--- src/rtl/dct_pkg.sv ---
package dct_pkg;
  typedef enum logic [1:0] {
    MD_CMP  = 2'b00,
    MD_TMR  = 2'b01,
    MD_PWM  = 2'b10,
    MD_TMR2 = 2'b11
  } md_e;

  typedef enum logic [1:0] {
    ACT_HOLD = 2'b00,
    ACT_LOW  = 2'b01,
    ACT_HIGH = 2'b10,
    ACT_TOG  = 2'b11
  } act_e;

  function automatic logic md_is_timer(input md_e m);
    return (m == MD_TMR) || (m == MD_TMR2);
  endfunction
endpackage

--- src/rtl/dct_count.sv ---
module dct_count #(
  parameter int CNT_W = 10,
  parameter int PER_W = 3
) (
  input  logic             clk,
  input  logic             rst,
  input  logic             en,
  input  logic             clr_sel_a,
  input  logic [CNT_W-1:0] cmp_a,
  input  logic [PER_W-1:0] cmp_p,
  output logic [CNT_W-1:0] cnt,
  output logic             hit_a,
  output logic             hit_p
);
  localparam int LOW_W = CNT_W - PER_W;

  logic [CNT_W-1:0] cnt_inc;
  logic             wrap_now;

  assign cnt_inc = cnt + CNT_W'(1);
  assign hit_a   = (cnt == cmp_a);
  // P match: the next count lands on the coarse boundary (zero value -> full-range overflow)
  assign hit_p   = (cnt_inc[CNT_W-1:LOW_W] == cmp_p) && (cnt_inc[LOW_W-1:0] == '0);
  assign wrap_now = clr_sel_a ? hit_a : hit_p;

  always_ff @(posedge clk) begin
    if (rst || !en)    cnt <= '0;
    else if (wrap_now) cnt <= '0;
    else               cnt <= cnt_inc;
  end
endmodule

--- src/rtl/dct_pin.sv ---
module dct_pin
  import dct_pkg::*;
#(
  parameter int CNT_W = 10,
  parameter int PER_W = 3
) (
  input  logic             clk,
  input  logic             rst,
  input  logic             en,
  input  md_e              md,
  input  logic             out_ctl,
  input  logic             out_inv,
  input  logic             swap,
  input  logic [1:0]       act_in,
  input  logic             hit_a,
  input  logic [CNT_W-1:0] cnt,
  input  logic [CNT_W-1:0] cmp_a,
  input  logic [PER_W-1:0] cmp_p,
  output logic             pin
);
  localparam int LOW_W = CNT_W - PER_W;

  act_e             act_q;
  logic             lvl, lvl_nx;
  logic [CNT_W-1:0] duty;
  logic             pwm_on;
  logic             pin_nx;

  always_ff @(posedge clk) begin
    if (rst)      act_q <= ACT_HOLD;
    else if (!en) act_q <= act_e'(act_in);
  end

  always_comb begin
    lvl_nx = lvl;
    if (!en || md != MD_CMP) begin
      lvl_nx = out_ctl;
    end else if (hit_a) begin
      unique case (act_q)
        ACT_HOLD: lvl_nx = lvl;
        ACT_LOW:  lvl_nx = 1'b0;
        ACT_HIGH: lvl_nx = 1'b1;
        ACT_TOG:  lvl_nx = ~lvl;
      endcase
    end
  end

  always_ff @(posedge clk) begin
    if (rst) lvl <= 1'b0;
    else     lvl <= lvl_nx;
  end

  assign duty   = swap ? {cmp_p, {LOW_W{1'b0}}} : cmp_a;
  assign pwm_on = en && (cnt < duty);

  always_comb begin
    if (md_is_timer(md))  pin_nx = 1'b0;
    else if (md == MD_PWM) pin_nx = (pwm_on ? out_ctl : ~out_ctl) ^ out_inv;
    else                   pin_nx = lvl_nx ^ out_inv;
  end

  always_ff @(posedge clk) begin
    if (rst) pin <= 1'b0;
    else     pin <= pin_nx;
  end
endmodule

--- src/rtl/dct_flags.sv ---
module dct_flags #(
  parameter int N = 2
) (
  input  logic         clk,
  input  logic         rst,
  input  logic         en,
  input  logic [N-1:0] hit,
  input  logic [N-1:0] clr,
  output logic [N-1:0] flg
);
  for (genvar i = 0; i < N; i++) begin : g_flag
    logic q;
    always_ff @(posedge clk) begin
      if (rst)              q <= 1'b0;
      else if (en && hit[i]) q <= 1'b1;
      else if (clr[i])      q <= 1'b0;
    end
    assign flg[i] = q;
  end
endmodule

--- src/rtl/dct_timer.sv ---
module dct_timer
  import dct_pkg::*;
#(
  parameter int CNT_W = 10,
  parameter int PER_W = 3
) (
  input  logic             clk,
  input  logic             rst,
  input  logic             en,
  input  logic [1:0]       mode,
  input  logic             clr_on_a,
  input  logic             out_ctl,
  input  logic             out_inv,
  input  logic             swap,
  input  logic [1:0]       act_in,
  input  logic [CNT_W-1:0] cmp_a,
  input  logic [PER_W-1:0] cmp_p,
  input  logic             flag_clr_a,
  input  logic             flag_clr_p,
  output logic             pin_out,
  output logic             flag_a,
  output logic             flag_p,
  output logic [CNT_W-1:0] cnt_out
);
  md_e        md;
  logic       clr_sel_a;
  logic       hit_a, hit_p;
  logic [1:0] flg;

  assign md = md_e'(mode);
  // in PWM the swap bit picks which comparator ends the period
  assign clr_sel_a = (md == MD_PWM) ? swap : clr_on_a;

  dct_count #(.CNT_W(CNT_W), .PER_W(PER_W)) u_cnt (
    .clk(clk), .rst(rst), .en(en), .clr_sel_a(clr_sel_a),
    .cmp_a(cmp_a), .cmp_p(cmp_p), .cnt(cnt_out), .hit_a(hit_a), .hit_p(hit_p)
  );

  dct_pin #(.CNT_W(CNT_W), .PER_W(PER_W)) u_pin (
    .clk(clk), .rst(rst), .en(en), .md(md), .out_ctl(out_ctl),
    .out_inv(out_inv), .swap(swap), .act_in(act_in), .hit_a(hit_a),
    .cnt(cnt_out), .cmp_a(cmp_a), .cmp_p(cmp_p), .pin(pin_out)
  );

  dct_flags #(.N(2)) u_flg (
    .clk(clk), .rst(rst), .en(en), .hit({hit_p, hit_a}),
    .clr({flag_clr_p, flag_clr_a}), .flg(flg)
  );

  assign flag_a = flg[0];
  assign flag_p = flg[1];
endmodule

--- config.mk ---
export PLATFORM = sky130hd
export DESIGN_NAME = dct_timer
export DESIGN_NICKNAME = d
export VERILOG_FILES = /design/src/rtl/dct_pkg.sv /design/src/rtl/dct_count.sv /design/src/rtl/dct_pin.sv /design/src/rtl/dct_flags.sv /design/src/rtl/dct_timer.sv
export SDC_FILE = /design/constraint.sdc
export NUM_CORES = 1
export LEC_CHECK = 0
export BUFFER_PORTS_ARGS = -buffer_cell sky130_fd_sc_hd__buf_2
export CORE_MARGIN = 2
export CORE_UTILIZATION = 40
export DETAILED_ROUTE_END_ITERATION = 8
export GPL_TIMING_DRIVEN = 1
export SLEW_MARGIN = 10
export SYNTH_ARGS = -nofsm -noshare
export SYNTH_HDL_FRONTEND = slang
export SYNTH_SLANG_ARGS = --single-unit
--- constraint.sdc ---
create_clock -name clk -period 3.5 [get_ports clk]
set_clock_uncertainty 0.2 [all_clocks]
set_input_delay 0.175 -clock clk [delete_from_list [all_inputs] [get_ports clk]]
set_output_delay 0.175 -clock clk [all_outputs]
set_load 0.02 [all_outputs]
# [After elaboration in Yosys (flattened, before gate mapping)]
# Cells that the tools add are included.
[word_totals] elab_cells=47 input_bits=26 reg_bits=16
[op_classes] addsub=1 n_reduce_logical=15 n_eq_ne=8 muxes=12 magnitude_cmp=1 n_bitwise=4
[ops] operator="$add A10 B1 Y10 const B" n=1
[ops] operator="$eq A10 B10 Y1" n=1
[ops] operator="$lt A10 B10 Y1" n=1
[ops] operator="$mux W1" n=10
[ops] operator="$mux W10" n=1
[ops] operator="$eq A2 B2 Y1 const B" n=4
[ops] operator="$logic_not A7 Y1" n=1
[ops] operator="$reduce_bool A2 Y1" n=3
[ops] operator="$eq A2 B1 Y1 const B" n=2
[ops] operator="$logic_and A1 B1 Y1" n=4
[ops] operator="$pmux W1 S4" n=1
[ops] operator="$reduce_or A2 Y1" n=2
[ops] operator="$eq A3 B3 Y1" n=1
[ops] operator="$logic_or A1 B1 Y1" n=3
[ops] operator="$logic_not A2 Y1" n=1
[ops] operator="$not A1 Y1" n=2
[ops] operator="$xor A1 B1 Y1" n=2
[ops] operator="$logic_not A1 Y1" n=1

# [Longest topological paths before layout]
# Gate-level depths: netlist (run 1).
[logic_depth] word_depth=6 ltp_mapped=9

# [Hierarchy]
# Synthesis (run 1) repeated with hierarchy kept, for this count alone.
[hier_totals] cells_unflattened=159 hier_area_um2=1446.4
[modules_own_cells] mod="dct_count" cells_each=85 area_each_um2=803.3 n_inst=1
[modules_own_cells] mod="dct_pin" cells_each=62 area_each_um2=529.3 n_inst=1
[modules_own_cells] mod="dct_flags" cells_each=10 area_each_um2=85.1 n_inst=1
[modules_own_cells] mod="dct_timer" cells_each=2 area_each_um2=28.8 n_inst=1

# [Worst setup path before layout (run 1)]
# Ideal clock, no wire load.
[synth_timing] path_type="input to register" start="in swap" end="reg u_pin.pin" t_arrival_ps=1887 setup_slack_ps=1286 setup_time_ps=127 path_buffers=1 cell_stages=9 path_cell_list="clkbuf_1 nand2b_1 ha_1 a211oi_1 nor2_1 o31ai_1 a21oi_1 nor4_1 nor4_2"
[synth_between] elab_chain_cells=6
[synth_rtl] element="from (decl)" line_no="dct_timer.sv:14" text="input logic swap,"
[synth_rtl] element="$mux W10" line_no="dct_pin.sv:53" text="assign duty = swap ? {cmp_p, {LOW_W{1'b0}}} : cmp_a;"
[synth_rtl] element="$lt A10 B10 Y1" line_no="dct_pin.sv:54" text="assign pwm_on = en && (cnt < duty);"
[synth_rtl] element="$logic_and A1 B1 Y1" line_no="dct_pin.sv:54"
[synth_rtl] element="$mux W1" line_no="dct_pin.sv:58" text="else if (md == MD_PWM) pin_nx = (pwm_on ? out_ctl : ~out_ctl) ^ out_inv;"
[synth_rtl] element="$xor A1 B1 Y1" line_no="dct_pin.sv:58"
[synth_rtl] element="$mux W1" line_no="dct_pin.sv:58"
[synth_rtl] element="to (signal assigned)" line_no="dct_pin.sv:64" text="else pin <= pin_nx;"
[synth_rtl] element="to (decl)" line_no="dct_pin.sv:19" text="output logic pin"
# Every way passes these cells.
# A chain may end at the register's enable or synchronous reset.

# [Final worst setup path (run 1)]
[layout_timing] start="reg u_cnt.cnt[3]" end="reg u_pin.pin"
[layout_between] elab_chain_cells=5
[layout_rtl] element="from (decl)" line_no="dct_count.sv:11" text="output logic [CNT_W-1:0] cnt,"
[layout_rtl] element="from (signal assigned)" line_no="dct_count.sv:29" text="else cnt <= cnt_inc;"
[layout_rtl] element="$lt A10 B10 Y1 / $eq A10 B10 Y1 (equally long branches)" line_no="dct_pin.sv:54, dct_count.sv:21"
[layout_rtl] element="$logic_and A1 B1 Y1 / $mux W1 (equally long branches)" line_no="dct_pin.sv:54, dct_pin.sv:38"
[layout_rtl] element="$mux W1 (on tied branches)" line_no="dct_pin.sv:58, dct_pin.sv:36"
[layout_rtl] element="$xor A1 B1 Y1 (on tied branches)" line_no="dct_pin.sv:58, dct_pin.sv:59"
[layout_rtl] element="$mux W1 *" line_no="dct_pin.sv:58"
# Every way passes the cells marked *; elsewhere a longest branch is shown, timed or not.

==> results of run 1 <==
==> power by group <==
group / switching, uW / internal [uW]
registers: 4.53 / 186
clock network: 64.5 / 63.4
logic: 41.5 / 44.7
==> registers in the layout, summed over array words and instances (netlist names) <==
name,count
u_cnt.cnt,10
u_flg.g_flag.q,2
u_pin.act_q,2
u_pin.lvl,1
u_pin.pin,1
==> per-layer routing <==
metal | vias up | wire length [um] | track usage [%]
li1 | 611 | - | -
met1 | 536 | 1390 | 22.8
met2 | 18 | 1520 | 32.4
met3 | 4 | 81 | 3.84
met4 | 0 | 23 | 4.66
met5 | - | 0 | 0
==> cells by family after synthesis <==
| group | Yosys count | synth area share (%) |
|---|---|---|
| xor gates and xnor gates | 22 | 16.0 |
| muxes | 6 | 5.61 |
| DFF | 16 | 24.8 |
| adders and majority gates | 10 | 9.68 |
| AOI/OAI and AO/OA | 16 | 8.23 |
| buffers and inverters | 7 | 3.00 |
| and+or+nand+nor | 67 | 32.7 |
==> Yosys cell counts, drive strengths merged, types with 4 or more instances <==
library cell,instances
dfxtp,16
buf,5
nand2b,9
nand4,4
nand3,5
a21oi,4
xnor2,18
mux2i,6
nand2,6
nor2,22
ha,10
nor4,4
==> cell type report <==
| cell class | instances | share of cell area, % |
|---|---|---|
| multi-input cells | 121 | 56.9 |
| well taps | 44 | 3.36 |
| repair buffers | 48 | 17.7 |
| clock buffers | 4 | 2.21 |
| inverters | 1 | 0.229 |
| flip-flops and latches | 16 | 19.5 |
==> worst max-delay path, cell delays in order (launching register included) <==
cell	delay [ns]
dfxtp_1	0.54
ha_1	0.31
a211oi_1	0.24
nor2_1	0.08
o31ai_1	0.28
a21oi_1	0.14
nor4_1	0.34
nor4_2	0.08
dlygate4sd3_1	0.55
==> metrics by stage <==
step                      utilization (%)  area, sq um  hold WS (ns)  total power, uW
after global placement               49.2         1500         0.206              271
after detailed placement             49.2         1500         0.216              273
final                                53.7         1640        0.0551              405
after CTS                            53.7         1640        0.0494              413
after global routing                 53.7         1640        0.0603              438
after floorplan                         -         1290        0.0460              243
==> how the worst min path moves through the flow <==
| stage | depth (start not counted) | from | slack [ns] | to |
|---|---|---|---|---|
| floorplan | 1 | rst | 0.05 | u_pin.pin |
| global placement | 3 | act_in[0] | 0.21 | u_pin.act_q[0] |
| detailed placement | 3 | act_in[1] | 0.22 | u_pin.act_q[1] |
| CTS | 4 | mode[1] | 0.05 | u_pin.lvl |
| global route | 3 | en | 0.06 | u_flg.g_flag[1].q |
| finish | 4 | mode[1] | 0.06 | u_pin.lvl |
==> flow_metrics.env, run 1 <==
export IMPL_status="finished clean"
export IMPL_gp_congestion=0.803
export IMPL_avgRoutedWirePerCell_um=12.9
export IMPL_multi_input_area_sq_um=933
export IMPL_insertion_delay_ns=0.29
export IMPL_clock_sinks=16
export IMPL_synthFlopType="dfxtp_1"
export IMPL_gr_total_overflow=0
export IMPL_synth_cell_types=44
export IMPL_cts_setup_buffers=0
export IMPL_dp_hpwl_mm=2.35
export IMPL_synth_largest_area_cell="dfxtp_1"
export IMPL_fin_crit_sh_pct=81.3
export IMPL_setup_violations=0
export IMPL_root_buffer="clkbuf_4"
export IMPL_startpoint="u_cnt.cnt[3]"
export IMPL_drt_pass1_iter_count=4
export IMPL_start_util_pct=42.3
export IMPL_slew_viol_final=0
export IMPL_row_count=20
export IMPL_max_freq_ghz=0.352
export IMPL_grt_pass1_wl_mm=4.99
export IMPL_holdBufCountCts=10
export IMPL_synthCells=144
export IMPL_r2r_start="u_cnt.cnt[3]"
export IMPL_h_tree_depth=1
export IMPL_final_antenna_net_count=0
export IMPL_crit_end="u_pin.pin"
export IMPL_antenna_cells=0
export IMPL_period_needed_ns=2.84
export IMPL_yosys_area_top_type_share_pct=24.8
export IMPL_synth_warnings=0
export IMPL_synth_edf_count=0
export IMPL_cts_resized=0
export IMPL_relSlewSlack_pct=54.8
export IMPL_setup_tns_final_ns=0
export IMPL_powerDensity_mw_per_mm2=247
export IMPL_cts_buffer_depth=2
export IMPL_io_buffer_count=38
export IMPL_clk_pin_slew_ns=0.11
export IMPL_postSynthAreaPerCell_sq_um=8.98
export IMPL_critPathArrivalTime_ns=2.84
export IMPL_cts_tree="yes"
export IMPL_avgViaCountPerCell=5.00
export IMPL_die_area_sq_mm=0.00370
export IMPL_worst_slew_pin_slew_ns=0.679
export IMPL_drc=0
export IMPL_ff2ff_path_depth=8
export IMPL_setup_slack_ns=0.655
export IMPL_p_leak_uw=0.000677
export IMPL_pre_cts_ws_ns=0.988
export IMPL_track_usage_pct=18.4
export IMPL_required_ns=3.49
export IMPL_first_iter_violations=55
export IMPL_grt_pass1_vias=1113
export IMPL_layout_common_cells="38 x buf_2, 18 x xnor2_1, 16 x dfxtp_1"
export IMPL_areaGrowthSynthToFinish_pct=26.8
export IMPL_end_kind="flop"
export IMPL_ys_seq_elements=16
export IMPL_hold_path_class="in -> reg"
export IMPL_regToRegEndpoint="u_pin.pin"
export IMPL_worst_path_max_fanout=9
export IMPL_maxCapViolCount=0
export IMPL_ys_seq_area_share_pct=24.8
export IMPL_nFillCells=324
export IMPL_criticalPathCategory="reg -> reg"
export IMPL_placed_cells=220
export IMPL_drive_gt1_share_pct=31.6
export IMPL_ys_top_cells_by_area="dfxtp_1 25%, xnor2_1 12%, ha_1 9.7%"
export IMPL_ir_drop_mv=0.124
export IMPL_vias=1169
export IMPL_syn_cell_area_sq_mm=0.00129
export IMPL_drt_wl_total_mm=3.02
export IMPL_rsz0062_at_grt="no"
export IMPL_fin_cells=234
export IMPL_ios=39
export IMPL_register_area_sq_um=320
export IMPL_grt_max_degree=12
export IMPL_numCtsBuffers=3
export IMPL_ff2ff_setup_slack_ns=0.66
export IMPL_finalHoldViolCount=0
export IMPL_final_common_cell="buf_2"
export IMPL_start_kind="flop"
export IMPL_syn_nets=180
export IMPL_die_x_um=60.8
export IMPL_antenna_found_initial=0
export IMPL_die_y_um=60.8
export IMPL_synthArstFlopShare_pct=0
export IMPL_nets=227
export IMPL_fp_coreArea_sq_mm=0.00305
No activity file was read; power rests on OpenSTA's default activity.
==> run 2, diff against run 1 <==
--- a/config.mk
+++ b/config.mk
@@ -5,6 +5,7 @@
 export SDC_FILE = /design/constraint.sdc
 export NUM_CORES = 1
 export LEC_CHECK = 0
+export ABC_AREA = 1
 export BUFFER_PORTS_ARGS = -buffer_cell sky130_fd_sc_hd__buf_2
 export CORE_MARGIN = 2
 export CORE_UTILIZATION = 40
==> constraint.sdc (replaced) <==
create_clock -name clk -period 2.8 [get_ports clk]
set_clock_uncertainty 0.2 [all_clocks]
set_input_delay 0.14 -clock clk [delete_from_list [all_inputs] [get_ports clk]]
set_output_delay 0.14 -clock clk [all_outputs]
set_load 0.02 [all_outputs]
==> run 2 against run 1 <==
  * Combinational power is 24% higher
  * Via count is 23% higher
  * Global-route usage is 2.9 points higher
  * Synthesized area is 1.1% higher
  * Non-clock buffer count is 2 higher
  * Largest cell class unchanged
  * Clock power is 27% higher
==> flow_metrics.env, run 2 <==
export IMPL_cts_buffer_depth=2
export IMPL_io_buffer_count=38
export IMPL_power_total_uw=508
export IMPL_die_y_um=61.1
export IMPL_end_kind="flop"
export IMPL_critPathArrivalTime_ns=2.55
export IMPL_synth_cell_types=18
export IMPL_avgRoutedWirePerCell_um=11.1
export IMPL_max_freq_ghz=0.399
export IMPL_synth_most_common_cell="nand2_1"
export IMPL_cts_tree="yes"
export IMPL_rsz0062_at_grt="no"
export IMPL_status="finished clean"
export IMPL_synth_common_cells="65 x nand2_1, 36 x inv_1, 30 x nor2_1"
export IMPL_ys_seq_elements=16
export IMPL_worst_path_max_fanout=7
export IMPL_insertion_delay_ns=0.29
export IMPL_vias=1441
export IMPL_postSynthAreaPerCell_sq_um=6.08
export IMPL_fin_crit_sh_pct=89.6
export IMPL_areaGrowthSynthToFinish_pct=30.9
export IMPL_dp_hpwl_mm=2.71
export IMPL_worst_hold_slack_ns=0.0170
export IMPL_slew_viol_final=0
export IMPL_worst_slew_pin_slew_ns=0.305
export IMPL_nets=306
export IMPL_largest_register_ffs=10
export IMPL_clk_pin_slew_ns=0.10
export IMPL_hold_path_class="in -> reg"
export IMPL_relSlewSlack_pct=79.6
export IMPL_numCtsBuffers=3
export IMPL_fp_coreArea_sq_mm=0.00308
export IMPL_setup_violations=0
export IMPL_gp_congestion=0.796
export IMPL_synth_largest_area_cell="dfxtp_1"
export IMPL_p_leak_uw=0.000889
export IMPL_antenna_found_initial=0
export IMPL_startpoint="u_cnt.cnt[0]"
export IMPL_synthArstFlopShare_pct=0
export IMPL_yosys_area_top_type_share_pct=24.5
export IMPL_grt_pass1_vias=1354
export IMPL_clock_sinks=16
export IMPL_worstPathCellList="ha_1 > nand2_1 > nor2_2 > xor2_1 > nand3_1 > nor2_1 > nand4_1 > o31ai_1 > dlygate4sd3_1"
export IMPL_die_x_um=61.1
export IMPL_r2r_start="u_cnt.cnt[0]"
export IMPL_ff2ff_setup_slack_ns=0.29
export IMPL_final_common_cell="nand2_1"
export IMPL_start_util_pct=42.4
export IMPL_critPathMaxStageDelay_ns=0.57
export IMPL_avgViaCountPerCell=4.60
export IMPL_finalHoldViolCount=0
export IMPL_synth_warnings=0
export IMPL_gr_total_overflow=0
export IMPL_h_tree_depth=1
export IMPL_drt_pass1_iter_count=4
export IMPL_drt_wl_total_mm=3.48
export IMPL_final_antenna_net_count=0
export IMPL_ir_drop_mv=0.191
export IMPL_syn_cell_area_sq_mm=0.00131
export IMPL_synthFlopType="dfxtp_1"
export IMPL_synthCells=215
export IMPL_ios=39
export IMPL_root_buffer="clkbuf_4"
export IMPL_top_register="u_cnt.cnt"
export IMPL_required_ns=2.85
export IMPL_grt_pass1_wl_mm=5.89
export IMPL_maxCapViolCount=0
export IMPL_layout_common_cells="65 x nand2_1, 38 x buf_2, 36 x inv_1"
export IMPL_syn_nets=251
export IMPL_criticalPathCategory="reg -> reg"
export IMPL_row_count=20
export IMPL_die_area_sq_mm=0.00374
export IMPL_synth_edf_count=0
export IMPL_start_kind="flop"
export IMPL_drive_gt1_share_pct=19.0
export IMPL_antenna_cells=0
export IMPL_powerDensity_mw_per_mm2=297
export IMPL_track_usage_pct=21.3
export IMPL_setup_tns_final_ns=0
export IMPL_crit_slowest_cell="dlygate4sd3_1"
export IMPL_grt_max_degree=11
export IMPL_ys_seq_area_share_pct=24.5
export IMPL_drc=0
export IMPL_min_from="out_ctl"
export IMPL_ys_top_cells_by_area="dfxtp_1 25%, nand2_1 19%, inv_1 10%"
export IMPL_period_needed_ns=2.51
export IMPL_largestRegisters="u_cnt.cnt: 10 flops, u_flg.g_flag.q: 2 flops, u_pin.act_q: 2 flops"
export IMPL_first_iter_violations=59
-- run 2: worst paths after layout --
check | endpoint | depth (start not counted)
max | u_flg.g_flag[1].q | 9
max reg2reg | u_flg.g_flag[1].q | 9
min | u_pin.lvl | 5
min reg2reg | u_pin.act_q[0] | 2
-- run 2: critical path, delay by kind of cell, from the launching register on --
family,cells,cell delay [ns]
XOR/XNOR,1,0.22
flip-flops,1,0.42
buffers and inverters,1,0.57
AND/OR/NAND/NOR,5,0.74
adder cells (fa/ha/maj),1,0.21
AO/OA/AOI/OAI,1,0.08
-- run 2: per-stage QoR --
| step | area (sq um) | worst slack, ns | std cells | utilization, % |
|---|---|---|---|---|
| floorplan | 1310 | 0.739 | 215 | - |
| global placement | 1550 | 0.546 | 297 | 50.4 |
| detailed placement | 1550 | 0.496 | 297 | 50.4 |
| CTS | 1710 | 0.181 | 313 | 55.5 |
| global route | 1710 | 0.0703 | 313 | 55.6 |
| finish | 1710 | 0.292 | 313 | 55.6 |
-- run 2: kinds of logic (layout without fill, tap and decap cells) --
| group | count (synthesis) | in the layout | share of synthesized area, % |
|---|---|---|---|
| compound gates | 16 | 16 | 6.51 |
| buf+inv | 36 | 90 | 10.3 |
| xor+xnor | 12 | 12 | 8.05 |
| flops | 16 | 16 | 24.5 |
| simple gates | 125 | 125 | 41.0 |
| fa+ha+maj | 10 | 10 | 9.58 |
-- run 2: layout make-up --
type	instances	area, sq um
clock buffer	4	36.3
fill	327	1370
inverter	36	135
multi-input combinational	163	851
sequential	16	323
tap	44	55.1
timing repair buffer	50	310
-- run 2: repair_timing --
action | CTS | global route
endpoints found under the hold margin | 6 | 0
setup buffers | 0 | 0
endpoints found under the setup margin | 0 | 1
hold buffers | 12 | 0
gates resized for setup | 0 | 2
-- run 2: per-layer routing --
metal | track usage, % | up-vias | routed length (um)
met5 | 0 | - | 0
met3 | 3.78 | 2 | 152
li1 | - | 781 | -
met4 | 3.73 | 0 | 17
met2 | 38.4 | 36 | 1720
met1 | 26.7 | 622 | 1590
-- run 2: report_power, final --
group	switching (uW)	internal, uW	total (uW)	leakage (uW)
Combinational	58.9	48.1	107	0.000737
Sequential	4.96	233	238	0.000131
Clock	83.7	79.3	163	0.0000210
Total	148	360	508	0.000889
